### src/rtl/timer_posted_pkg.sv
package timer_posted_pkg;

    typedef enum logic [2:0] {
        REG_CTRL  = 3'd0,
        REG_LOAD  = 3'd1,
        REG_COUNT = 3'd2,
        REG_STAT  = 3'd3,
        REG_IEN   = 3'd4,
        REG_PEND  = 3'd5
    } reg_addr_e;

    localparam int unsigned NUM_SLOTS = 3;

    typedef struct packed {
        logic reload;
        logic run;
    } ctrl_t;

    function automatic int unsigned lat_bits(input int unsigned lat);
        return (lat < 2) ? 1 : $clog2(lat);
    endfunction

endpackage

### src/rtl/posted_slot.sv
module posted_slot #(
    parameter int unsigned WIDTH    = 32,
    parameter int unsigned SYNC_LAT = 3
) (
    input  logic             clk,
    input  logic             rst,
    input  logic             wr_req,
    input  logic [WIDTH-1:0] wr_data,
    output logic             pend,
    output logic             apply,
    output logic [WIDTH-1:0] hold
);
    import timer_posted_pkg::*;

    localparam int unsigned LAT_W = lat_bits(SYNC_LAT);

    logic [LAT_W-1:0] wait_q;

    always_ff @(posedge clk) begin
        if (rst) begin
            pend   <= 1'b0;
            wait_q <= '0;
            hold   <= '0;
        end else if (pend) begin
            if (wait_q == '0) begin
                pend <= 1'b0;
            end else begin
                wait_q <= wait_q - 1'b1;
            end
        end else if (wr_req) begin
            pend   <= 1'b1;
            wait_q <= LAT_W'(SYNC_LAT - 1);
            hold   <= wr_data;
        end
    end

    assign apply = pend && (wait_q == '0);

endmodule

### src/rtl/count_core.sv
module count_core #(
    parameter int unsigned CNT_W = 32
) (
    input  logic                        clk,
    input  logic                        rst,
    input  logic                        ctrl_apply,
    input  timer_posted_pkg::ctrl_t     ctrl_data,
    input  logic                        load_apply,
    input  logic [CNT_W-1:0]            load_data,
    input  logic                        cnt_apply,
    input  logic [CNT_W-1:0]            cnt_data,
    output timer_posted_pkg::ctrl_t     ctrl_q,
    output logic [CNT_W-1:0]            load_q,
    output logic [CNT_W-1:0]            count_q,
    output logic                        ovf
);
    assign ovf = ctrl_q.run && (count_q == '1);

    always_ff @(posedge clk) begin
        if (rst) begin
            count_q <= '0;
        end else if (cnt_apply) begin
            count_q <= cnt_data;
        end else if (ovf) begin
            count_q <= ctrl_q.reload ? load_q : '0;
        end else if (ctrl_q.run) begin
            count_q <= count_q + 1'b1;
        end
    end

    always_ff @(posedge clk) begin
        if (rst) begin
            load_q <= '0;
        end else if (load_apply) begin
            load_q <= load_data;
        end
    end

    always_ff @(posedge clk) begin
        if (rst) begin
            ctrl_q <= '0;
        end else if (ctrl_apply) begin
            ctrl_q <= ctrl_data;
        end else if (ovf && !ctrl_q.reload) begin
            ctrl_q.run <= 1'b0;
        end
    end

endmodule

### src/rtl/timer_posted.sv
module timer_posted #(
    parameter int unsigned CNT_W    = 32,
    parameter int unsigned SYNC_LAT = 3
) (
    input  logic             clk,
    input  logic             rst,
    input  logic             bus_sel,
    input  logic             bus_wr,
    input  logic [2:0]       bus_addr,
    input  logic [CNT_W-1:0] bus_wdata,
    output logic [CNT_W-1:0] bus_rdata,
    output logic             irq
);
    import timer_posted_pkg::*;

    logic                 wr_en;
    logic [NUM_SLOTS-1:0] pend_vec;
    logic [NUM_SLOTS-1:0] apply_vec;
    logic [1:0]           ctrl_hold;
    logic [CNT_W-1:0]     load_hold;
    logic [CNT_W-1:0]     cnt_hold;
    ctrl_t                ctrl_q;
    logic [CNT_W-1:0]     load_q;
    logic [CNT_W-1:0]     count_q;
    logic                 ovf;
    logic                 stat_q;
    logic                 ien_q;

    assign wr_en = bus_sel && bus_wr;

    posted_slot #(.WIDTH(2), .SYNC_LAT(SYNC_LAT)) u_slot_ctrl (
        .clk     (clk),
        .rst     (rst),
        .wr_req  (wr_en && (bus_addr == REG_CTRL)),
        .wr_data (bus_wdata[1:0]),
        .pend    (pend_vec[0]),
        .apply   (apply_vec[0]),
        .hold    (ctrl_hold)
    );

    posted_slot #(.WIDTH(CNT_W), .SYNC_LAT(SYNC_LAT)) u_slot_load (
        .clk     (clk),
        .rst     (rst),
        .wr_req  (wr_en && (bus_addr == REG_LOAD)),
        .wr_data (bus_wdata),
        .pend    (pend_vec[1]),
        .apply   (apply_vec[1]),
        .hold    (load_hold)
    );

    posted_slot #(.WIDTH(CNT_W), .SYNC_LAT(SYNC_LAT)) u_slot_count (
        .clk     (clk),
        .rst     (rst),
        .wr_req  (wr_en && (bus_addr == REG_COUNT)),
        .wr_data (bus_wdata),
        .pend    (pend_vec[2]),
        .apply   (apply_vec[2]),
        .hold    (cnt_hold)
    );

    count_core #(.CNT_W(CNT_W)) u_core (
        .clk        (clk),
        .rst        (rst),
        .ctrl_apply (apply_vec[0]),
        .ctrl_data  (ctrl_t'(ctrl_hold)),
        .load_apply (apply_vec[1]),
        .load_data  (load_hold),
        .cnt_apply  (apply_vec[2]),
        .cnt_data   (cnt_hold),
        .ctrl_q     (ctrl_q),
        .load_q     (load_q),
        .count_q    (count_q),
        .ovf        (ovf)
    );

    always_ff @(posedge clk) begin
        if (rst) begin
            stat_q <= 1'b0;
            ien_q  <= 1'b0;
        end else begin
            if (ovf) begin
                stat_q <= 1'b1;
            end else if (wr_en && (bus_addr == REG_STAT) && bus_wdata[0]) begin
                stat_q <= 1'b0;
            end
            if (wr_en && (bus_addr == REG_IEN)) begin
                ien_q <= bus_wdata[0];
            end
        end
    end

    assign irq = stat_q && ien_q;

    always_comb begin
        bus_rdata = '0;
        case (bus_addr)
            REG_CTRL:  bus_rdata = {{(CNT_W-2){1'b0}}, ctrl_q};
            REG_LOAD:  bus_rdata = load_q;
            REG_COUNT: bus_rdata = count_q;
            REG_STAT:  bus_rdata = {{(CNT_W-1){1'b0}}, stat_q};
            REG_IEN:   bus_rdata = {{(CNT_W-1){1'b0}}, ien_q};
            REG_PEND:  bus_rdata = {{(CNT_W-NUM_SLOTS){1'b0}}, pend_vec};
            default:   bus_rdata = '0;
        endcase
    end

endmodule

### config.mk
export PLATFORM = sky130hd
export DESIGN_NAME = timer_posted
export DESIGN_NICKNAME = d
export VERILOG_FILES = /design/src/rtl/timer_posted_pkg.sv /design/src/rtl/posted_slot.sv /design/src/rtl/count_core.sv /design/src/rtl/timer_posted.sv
export SDC_FILE = /design/constraint.sdc
export NUM_CORES = 1
export LEC_CHECK = 0
export BUFFER_PORTS_ARGS = -buffer_cell sky130_fd_sc_hd__clkbuf_2
export CAP_MARGIN = 20
export CELL_PAD_IN_SITES_DETAIL_PLACEMENT = 1
export CELL_PAD_IN_SITES_GLOBAL_PLACEMENT = 1
export CORE_UTILIZATION = 30
export DETAILED_ROUTE_END_ITERATION = 8
export PLACE_DENSITY_LB_ADDON = 0.1
export SYNTH_ARGS = -nofsm -noshare
export SYNTH_HDL_FRONTEND = slang
export SYNTH_SLANG_ARGS = --single-unit
### constraint.sdc
create_clock -name clk -period 5.45 [get_ports clk]
set_clock_uncertainty 0.05 [all_clocks]
set_input_delay 1.635 -clock clk [delete_from_list [all_inputs] [get_ports clk]]
set_output_delay 1.635 -clock clk [all_outputs]
set_load 0.03 [all_outputs]
==> impl_results.md, run 1 <==
* Status: completed
* Static Leak at approximately 0.0028 µW
* Root Driver: clkbuf_16
* H-tree depth at 4
* Max Cap Viol at 0
* First-pass GRT wire length at 38600 µm
* Yosys cell types at 61
* Post-CTS Setup Bufs at 0
* Area Growth Syn to Fin at 17.4%
* Initial antenna violation count at 0
* Setup TNS at 0 ns
* Initial core utilization at 30.7%
* Mean routed wirelength per cell at 21.0 µm
* I/O Pins at 72
* Rows at 54
* Crit path launch type: input pin
* Cts bufs inserted at 17
* CTS tree: built
* Adder-Cell Fraction of Synth Area at 0.744%
* Yosys reg bits at ~140
* Setup CP Type: input pin to output pin
* Gp weighted congestion at just under 0.9
* DIE AREA at 0.0230 mm²
* Drt pass-1 iters at 5
* DRC at 0
* Tcrit/Tclk final at 89.0%
* Ant diodes at 0
* Post-synth EDFFs at 0
* Seq/Total Area, Yosys at between 40 and 50%
* DR vias at 6470
* Mux cell area share after synthesis at under 10%
* Synth Instances at 863
* Post-Syn Area at 0.00673 mm²
* Final hold violations at 0
* Reg2reg path depth at 5
* Share of cells above drive strength 1 at 14.8%
* Top cell type's share of synthesized area at 42.6%
* Syn. warnings at 0
* Core area at 0.0219 mm²
* Worst reg-to-reg setup slack at 2.54 ns
* Vias in the first global route at 6478
* Clk slew on worst S/H paths at 0.06 ns
* Grt total ovfl at 0
* Relative slew margins at 26.8%
* Routed WL at 25100 µm
* Achievable Freq at 206 MHz
* Worst setup EP type: output pin
* Die H at roughly 150 µm
* Post-CTS sizing at 0
* Final setup violating endpoints at 0
* Final Critical Period at 4.85 ns
* Largest net degree at the start of global routing at 96
* Worst-Skew Late Latency at 0.43 ns
* Final Worst Setup Slack at 0.598 ns
* Vias/cell at 5.42
* Mean Syn Cell Area at 7.80 µm²
* VDD IR max at 167 µV
* Simple-Gate Fraction of Synth Area at around a quarter
* RR Endpoint: u_core.count_q[31]$_SDFFE_PP0P_
* Largest cells by area after synthesis: dfxtp_1 (43%), nand2_1 (13%), a21oi_1 (9.7%), a22o_1 (3.8%), clkbuf_1 (3.0%)
* PD cells at 303 mW/mm²
* Hold-fix buffers, CTS at 0
* Least-Margin Pin Slew at about 1.1 ns
* Mapped Nets at 906
* Worst reg2reg startpoint: u_core.ctrl_q[0]$_SDFFE_PP0P_
* Tot Pwr at between 2000 and 2500 µW
* Clk buf depth at 2
* Largest family of logic cells by synthesized area: simple AND/OR/NAND/NOR gates
* CP Data Arrival Time at 3.17 ns
* Post-Synth XOR/XNOR Area at 2.60%
* Post-synth ARST share at 0%
* Tot GR Track Use at a little under a quarter
* Worst endpoint required time at 3.76 ns
* Largest area contributor in the synthesized netlist: dfxtp_1
* Compound-Gate Fraction of Synth Area at 20.9%
* Final core occ at 36.1%
* RSZ-0062 raised after global routing: false
* Die width at 152 µm
* Hold Path Class: flop to flop
* Main flop type after synthesis: dfxtp_1
* Antenna-violating nets left at 0
* Setup crit end: bus_rdata[11]
* Initial DRC Count at 460
* CTS sink count at 143
* Slew Limit Fails at 0
* Port bufs at 71
* Critical path peak fanout at 24
* Pre-CTS setup slack at 0.623 ns
* Worst setup startpoint: bus_addr[0]
* Dpl hpwl at between 15000 and 20000 µm
* Worst hold slack at 0.406 ns
* Fin nets at 943
[layer usage]
metal	track usage [%]	share of wire [%]
met5	0	0
met2	34.1	44
met1	33.3	51
met3	3.77	4.1
met4	5.54	1.0
[report_power, final]
group | total [µW] | switching [µW] | internal (µW)
sequential | 1060 | 7.07 | 1050
combinational | 85.8 | 60.7 | 25.1
clock | 1240 | 502 | 741
total | 2390 | 569 | 1820
[critical path, stage by stage]
cell      delay, ns
clkbuf_2       0.23
nand2b_1       0.18
nor2_2         0.32
buf_4          0.36
a22o_1         0.21
clkbuf_2       0.20
[layout make-up]
cell class / instances / area (µm²)
Tap cell: 280 / 350
Fill cell: 2662 / 14000
Inverter: 11 / 41.3
Multi-Input combinational cell: 642 / 3550
Clock inverter: 14 / 179
Clock buffer: 18 / 439
Timing Repair Buffer: 85 / 475
Sequential cell: 143 / 2860
[placed cells by master (no fill, tap or decap), types with 8 or more instances in the layout]
| cell | instances |
|---|---|
| nand2_1 | 231 |
| clkbuf_2 | 70 |
| nand3_1 | 24 |
| clkbuf_16 | 17 |
| o21ai_0 | 17 |
| a211oi_1 | 10 |
| xor2_1 | 9 |
| nor2_1 | 29 |
| and3_1 | 11 |
| nor3_1 | 21 |
| nand4_1 | 8 |
| mux2i_1 | 10 |
| buf_4 | 14 |
| a22o_1 | 29 |
| a31oi_1 | 8 |
| dfxtp_1 | 143 |
| a21oi_1 | 131 |
| inv_1 | 10 |
| xnor2_1 | 11 |
| or3_1 | 9 |
[cells by family after synthesis]
family	after synthesis
AO/OA/AOI/OAI	229
buffers and inverters	78
multiplexers	12
adder cells (fa/ha/maj)	4
AND/OR/NAND/NOR	377
XOR/XNOR	20
flip-flops	143
[state kept, by name, indices dropped and copies added, names as in the netlist]
| register | cells |
|---|---|
| u_core.count_q | 32 |
| u_core.load_q | 32 |
| u_slot_count.hold | 32 |
| u_slot_load.hold | 32 |
| u_core.ctrl_q | 2 |
| u_slot_count.wait_q | 2 |
| u_slot_ctrl.hold | 2 |
| u_slot_ctrl.wait_q | 2 |
| u_slot_load.wait_q | 2 |
| ien_q | 1 |
| stat_q | 1 |
| u_slot_count.pend | 1 |
| u_slot_ctrl.pend | 1 |
| u_slot_load.pend | 1 |
[metrics by stage]
stage	std cells	cell area [µm²]
after CTS	1193	7900
after detailed placement	1161	7280
after global routing	1193	7900
after global placement	1161	7280
after floorplan	863	6730
final	1193	7900
[worst min path at each step]
stage,to,cells after the start,slack (ns),from
after floorplan,u_slot_count.hold[20]$_SDFFE_PP0P_,2,0.38,u_slot_count.hold[20]$_SDFFE_PP0P_
after global placement,u_core.load_q[13]$_SDFFE_PP0P_,2,0.39,u_slot_load.hold[13]$_SDFFE_PP0P_
after detailed placement,u_core.load_q[10]$_SDFFE_PP0P_,2,0.40,u_slot_load.hold[10]$_SDFFE_PP0P_
after CTS,u_slot_load.hold[22]$_SDFFE_PP0P_,2,0.41,u_slot_load.hold[22]$_SDFFE_PP0P_
after global routing,u_core.load_q[14]$_SDFFE_PP0P_,2,0.42,u_slot_load.hold[14]$_SDFFE_PP0P_
final,u_slot_load.hold[22]$_SDFFE_PP0P_,2,0.41,u_slot_load.hold[22]$_SDFFE_PP0P_
[Yosys cell counts (all sizes together) (5+ instances only)]
| cell type | instances |
|---|---|
| and4 | 9 |
| a22o | 29 |
| nand3 | 26 |
| clkbuf | 53 |
| and3 | 11 |
| dfxtp | 143 |
| nand4 | 10 |
| buf | 14 |
| xor2 | 9 |
| or3 | 9 |
| a31oi | 8 |
| inv | 10 |
| nand2 | 232 |
| and2 | 5 |
| a21oi | 131 |
| a211oi | 11 |
| nor4 | 10 |
| nor2 | 31 |
| xnor2 | 11 |
| mux2i | 10 |
| o21ai | 18 |
| nor3 | 21 |
Note: power is estimated with default switching activity, not from simulation.
==> run 2, diff against run 1 <==
Settings changed: ABC_CLOCK_PERIOD_IN_PS set to 5100.
Clock period 5.45 ns to 5.1 ns, I/O delays scaled along.
==> impl_results.md, run 2 (same netlist as run 1, synthesis figures left out) <==
* Status: completed
* DR vias at 6456
* Antenna-violating nets left at 0
* VDD IR max at between 150 and 200 µV
* Drt pass-1 iters at 5
* Final Critical Period at 4.61 ns
* Routed WL at approximately 25000 µm
* Setup TNS at 0 ns
* Gp weighted congestion at around 0.86
* Root Driver: clkbuf_16
* Hold Path Class: flop to flop
* Worst setup EP type: output pin
* Tcrit/Tclk final at roughly nine tenths
* Static Leak at roughly 0.0028 µW
* First-pass GRT wire length at 38100 µm
* Layout Cells excl Fill at 1195
* Share of cells above drive strength 1 at 14.8%
* Placed cells at 1163
* Core area at between 0.02 and 0.025 mm²
* Dpl hpwl at roughly 17000 µm
* Clock power frac at 49.6%
* Initial DRC Count at slightly above 400
* Port bufs at 71
* CP Data Arrival Time at 3.03 ns
* Least-Margin Pin Slew at 1.07 ns
* CTS sink count at ~140
* Mean routed wirelength per cell at ~21 µm
* DRC at 0
* DP Area at 0.00731 mm²
* Post-CTS sizing at 0
* Clk slew on worst S/H paths at ~0.060 ns
* Tot Pwr at roughly 2400 µW
* Area Growth Syn to Fin at 16.9%
* Largest net degree at the start of global routing at 96
* RSZ-0062 raised after global routing: false
* Vias/cell at 5.40
* Hold-fix buffers, CTS at 0
* CTS tree: built
* Worst-Skew Late Latency at ~0.43 ns
* Slew Limit Fails at 0
* Die H at 152 µm
* Setup CP Type: input pin to output pin
* Max Cap Viol at 0
* Die width at 152 µm
* PD cells at 309 mW/mm²
* Worst endpoint required time at 3.52 ns
* Relative slew margins at 28.7%
* Cts bufs inserted at 17
* Crit path launch type: input pin
* Final setup violating endpoints at 0
* Sw frac at 24.3%
* DIE AREA at 0.0230 mm²
* H-tree depth at 4
* I/O Pins at 72
* Ant diodes at 0
* Logic pwr share at 3.8%
* Sw power at 589 µW
* Rows at 54
* Cell-internal power at between 1500 and 2000 µW
* Most frequent cells in the layout: nand2_1 (231), dfxtp_1 (143), a21oi_1 (131)
* Final core occ at around 36%
* Fill cell total of the finished layout at 2673
* Vias in the first global route at 6429
* Design Area, Final at 0.00787 mm²
* Initial core utilization at 30.7%
* Critical path peak fanout at 24
* Grt total ovfl at 0
* Commonest non-fill, non-tap cell in the layout: nand2_1
* Final hold violations at 0
* Achievable Freq at ~220 MHz
* Post-CTS Setup Bufs at 0
* Fin nets at around 950
* Clk buf depth at 2
* Tot GR Track Use at about 22%
* Initial antenna violation count at 0
* Seq pwr share at 46.6%
[run 2: path summary, 6_finish.rpt]
| path | start | slack, ns | cells past startpoint | end |
|---|---|---|---|---|
| worst min register to register | u_slot_load.hold[12]$_SDFFE_PP0P_ | 0.40 | 2 | u_core.load_q[12]$_SDFFE_PP0P_ |
| worst max register to register | u_core.count_q[0]$_SDFFE_PP0P_ | 2.27 | 6 | u_core.count_q[5]$_SDFFE_PP0P_ |
| worst min-delay path | u_slot_load.hold[12]$_SDFFE_PP0P_ | 0.40 | 2 | u_core.load_q[12]$_SDFFE_PP0P_ |
| worst max-delay path | bus_addr[2] | 0.49 | 6 | bus_rdata[20] |
[run 2: metal layers]
metal	vias up	wire length, µm	GRT usage, %
met5	-	0	0
met4	0	283	5.99
met3	23	1110	4.07
met2	136	10900	33.4
met1	3195	12500	32.7
li1	3102	-	-
[run 2: critical path: stages]
cell and delay (ns):
clkbuf_2 0.19, nand2b_1 0.28, nor2_2 0.41, buf_12 0.23
a22o_1 0.16, clkbuf_2 0.20
[run 2: power by group through the flow]
stage                     logic (µW)  clock network [µW]  registers [µW]
after CTS                       93.2                1230            1130
after detailed placement        93.0                   0            1160
after global placement          90.2                   0            1160
after global routing             101                1270            1130
final                           92.3                1200            1130
after floorplan                 49.8                   0            1150
[run 2: area by class of cell]
cell class              count  area, µm²  area share (%)
clock buffers              20        447            5.68
clock inverters            12        111            1.42
inverters                  11       41.3           0.525
multi-input cells         642       3550            45.1
flip-flops and latches    143       2860            36.4
well taps                 280        350            4.45
repair buffers             87        503            6.40
[run 2: per-stage QoR]
stage / hold WS, ns / worst slack (ns)
6_report: 0.402 / 0.494
5_1_grt: 0.417 / 0.358
4_1_cts: 0.404 / 0.466
3_5_place_dp: 0.395 / 0.470
3_3_place_gp: 0.386 / 0.579
2_1_floorplan: 0.382 / 0.616
==> run 3, diff against run 2 <==
Settings changed: BUFFER_PORTS_ARGS -buffer_cell sky130_fd_sc_hd__clkbuf_2 to unset, CTS_CLUSTER_SIZE set to 16, DONT_BUFFER_PORTS set to 1.
==> impl_results.md, run 3 (same netlist as run 1, synthesis figures left out) <==
* Rows at 54
* DRC at 0
* Worst setup EP type: output pin
* CP Data Arrival Time at 2.86 ns
* Max Cap Viol at 0
* Most frequent cells in the layout: nand2_1 (231), dfxtp_1 (143), a21oi_1 (131)
* Initial core utilization at 30.7%
* Status: completed
* Tcrit/Tclk final at 87.0%
* Tot Pwr at 2490 µW
* Post-CTS sizing at 0
* Reg2reg path depth at 6
* Static Leak at approximately 0.0025 µW
* RSZ-0062 raised after global routing: false
* Placed cells at 1088
* Logic pwr share at about 1.8%
* Final Critical Period at 4.44 ns
* CTS tree: built
* VDD IR max at approximately 220 µV
* Ant diodes at 0
* Share of cells above drive strength 1 at 7.38%
* PD cells at 332 mW/mm²
* Pre-CTS setup slack at 0.650 ns
* Clk slew on worst S/H paths at 0.06 ns
* Initial antenna violation count at 0
* Worst endpoint required time at roughly 3.5 ns
* Fin nets at 870
* Setup TNS at 0 ns
* DR vias at 6168
* Commonest non-fill, non-tap cell in the layout: nand2_1
* Die H at 152 µm
* Final Worst Setup Slack at 0.663 ns
* Seq pwr share at 45.4%
* CTS sink count at ~140
* Antenna-violating nets left at 0
* Cts bufs inserted at 17
* Mean routed wirelength per cell at roughly 22 µm
* Worst-Skew Late Latency at 0.42 ns
* Tot GR Track Use at 22.5%
* I/O Pins at 72
* Sw frac at 22.2%
* Port bufs at 0
* Relative slew margins at 37.1%
* End of the worst hold path: u_core.load_q[12]$_SDFFE_PP0P_
* First-pass GRT wire length at 38000 µm
* Vias in the first global route at 6110
* Final hold violations at 0
* DIE AREA at 0.0230 mm²
* Die width at 152 µm
* Root Driver: clkbuf_16
* Post-CTS Setup Bufs at 0
* Cell-internal power at 1940 µW
* Least-Margin Pin Slew at 0.934 ns
* Layout Cells excl Fill at 1120
* Initial DRC Count at 406
* Worst reg-to-reg setup slack at 2.27 ns
* Drt pass-1 iters at 5
* Clock power frac at 52.8%
* Grt total ovfl at 0
* Achievable Freq at 225 MHz
* Core area at 0.0219 mm²
* Sw power at 554 µW
* Critical path peak fanout at 24
* Fill cell total of the finished layout at 2658
* Slew Limit Fails at 0
* Clk buf depth at 2
* Routed WL at 24600 µm
* Crit path launch type: input pin
* Final setup violating endpoints at 0
* RR Endpoint: u_core.count_q[5]$_SDFFE_PP0P_
* Final core occ at ~34%
* Hold Path Class: flop to flop
* Hold Startpoint: u_slot_load.hold[12]$_SDFFE_PP0P_
* Vias/cell at 5.51
* Hold-fix buffers, CTS at 0
* Largest net degree at the start of global routing at ~150
* Gp weighted congestion at about 0.88
* Worst reg2reg startpoint: u_core.count_q[1]$_SDFFE_PP0P_
* H-tree depth at 4
* Setup CP Type: input pin to output pin
* Area Growth Syn to Fin at 11.6%
* Dpl hpwl at 16400 µm
* Hold Path Depth at 2
==> run 3: changes by cell type in the layout (fill, tap and decap cells not counted) <==
cell / before / now
and2_1: 5 / 4
bufinv_16: 1 / 3
buf_4: 15 / 12
clkbuf_8: 1 / 2
and2_2: 0 / 1
clkinvlp_4: 3 / 1
clkbuf_1: 2 / 1
clkbuf_2: 70 / 0
buf_12: 2 / 0
==> run 3: power groups by stage <==
stage               registers [µW]  clock network [µW]  logic, µW
finish                        1130                1320       44.5
global route                  1130                1400       50.3
floorplan                     1150                   0       49.8
global placement              1160                   0       43.3
CTS                           1130                1340       45.3
detailed placement            1160                   0       45.1
==> run 3: through the flow <==
stage | hold WS [ns] | area (µm²)
floorplan | 0.382 | 6730
global placement | 0.382 | 6900
detailed placement | 0.391 | 6900
CTS | 0.401 | 7510
global route | 0.415 | 7510
finish | 0.403 | 7510
==> run 3: area by class of cell <==
class / count / area (µm²) / share of cell area (%)
well taps: 280 / 350 / 4.67
flip-flops and latches: 143 / 2860 / 38.1
clock buffers: 20 / 457 / 6.08
repair buffers: 12 / 90.1 / 1.20
multi-input cells: 642 / 3550 / 47.3
clock inverters: 12 / 156 / 2.08
inverters: 11 / 41.3 / 0.550
==> run 3: worst max path at each step <==
stage / from / end / slack (ns)
floorplan: bus_addr[0] / bus_rdata[13] / 0.62
global route: bus_addr[2] / bus_rdata[30] / 0.56
finish: bus_addr[2] / bus_rdata[13] / 0.66
global placement: bus_addr[2] / bus_rdata[14] / 0.72
detailed placement: bus_addr[2] / bus_rdata[13] / 0.65
CTS: bus_addr[2] / bus_rdata[13] / 0.65
==> run 3: routing by layer <==
metal	up-vias	track usage (%)	routed length [µm]
met5	-	0	0
met4	0	6.63	312
met3	19	4.16	1290
met2	129	32.6	10600
met1	3073	33.3	12400
li1	2947	-	-
==> run 3: worst max-delay path, cell delays in order <==
cell	delay (ns)
nand2b_1	0.20
nor2_2	0.36
buf_4	0.36
a22o_1	0.38
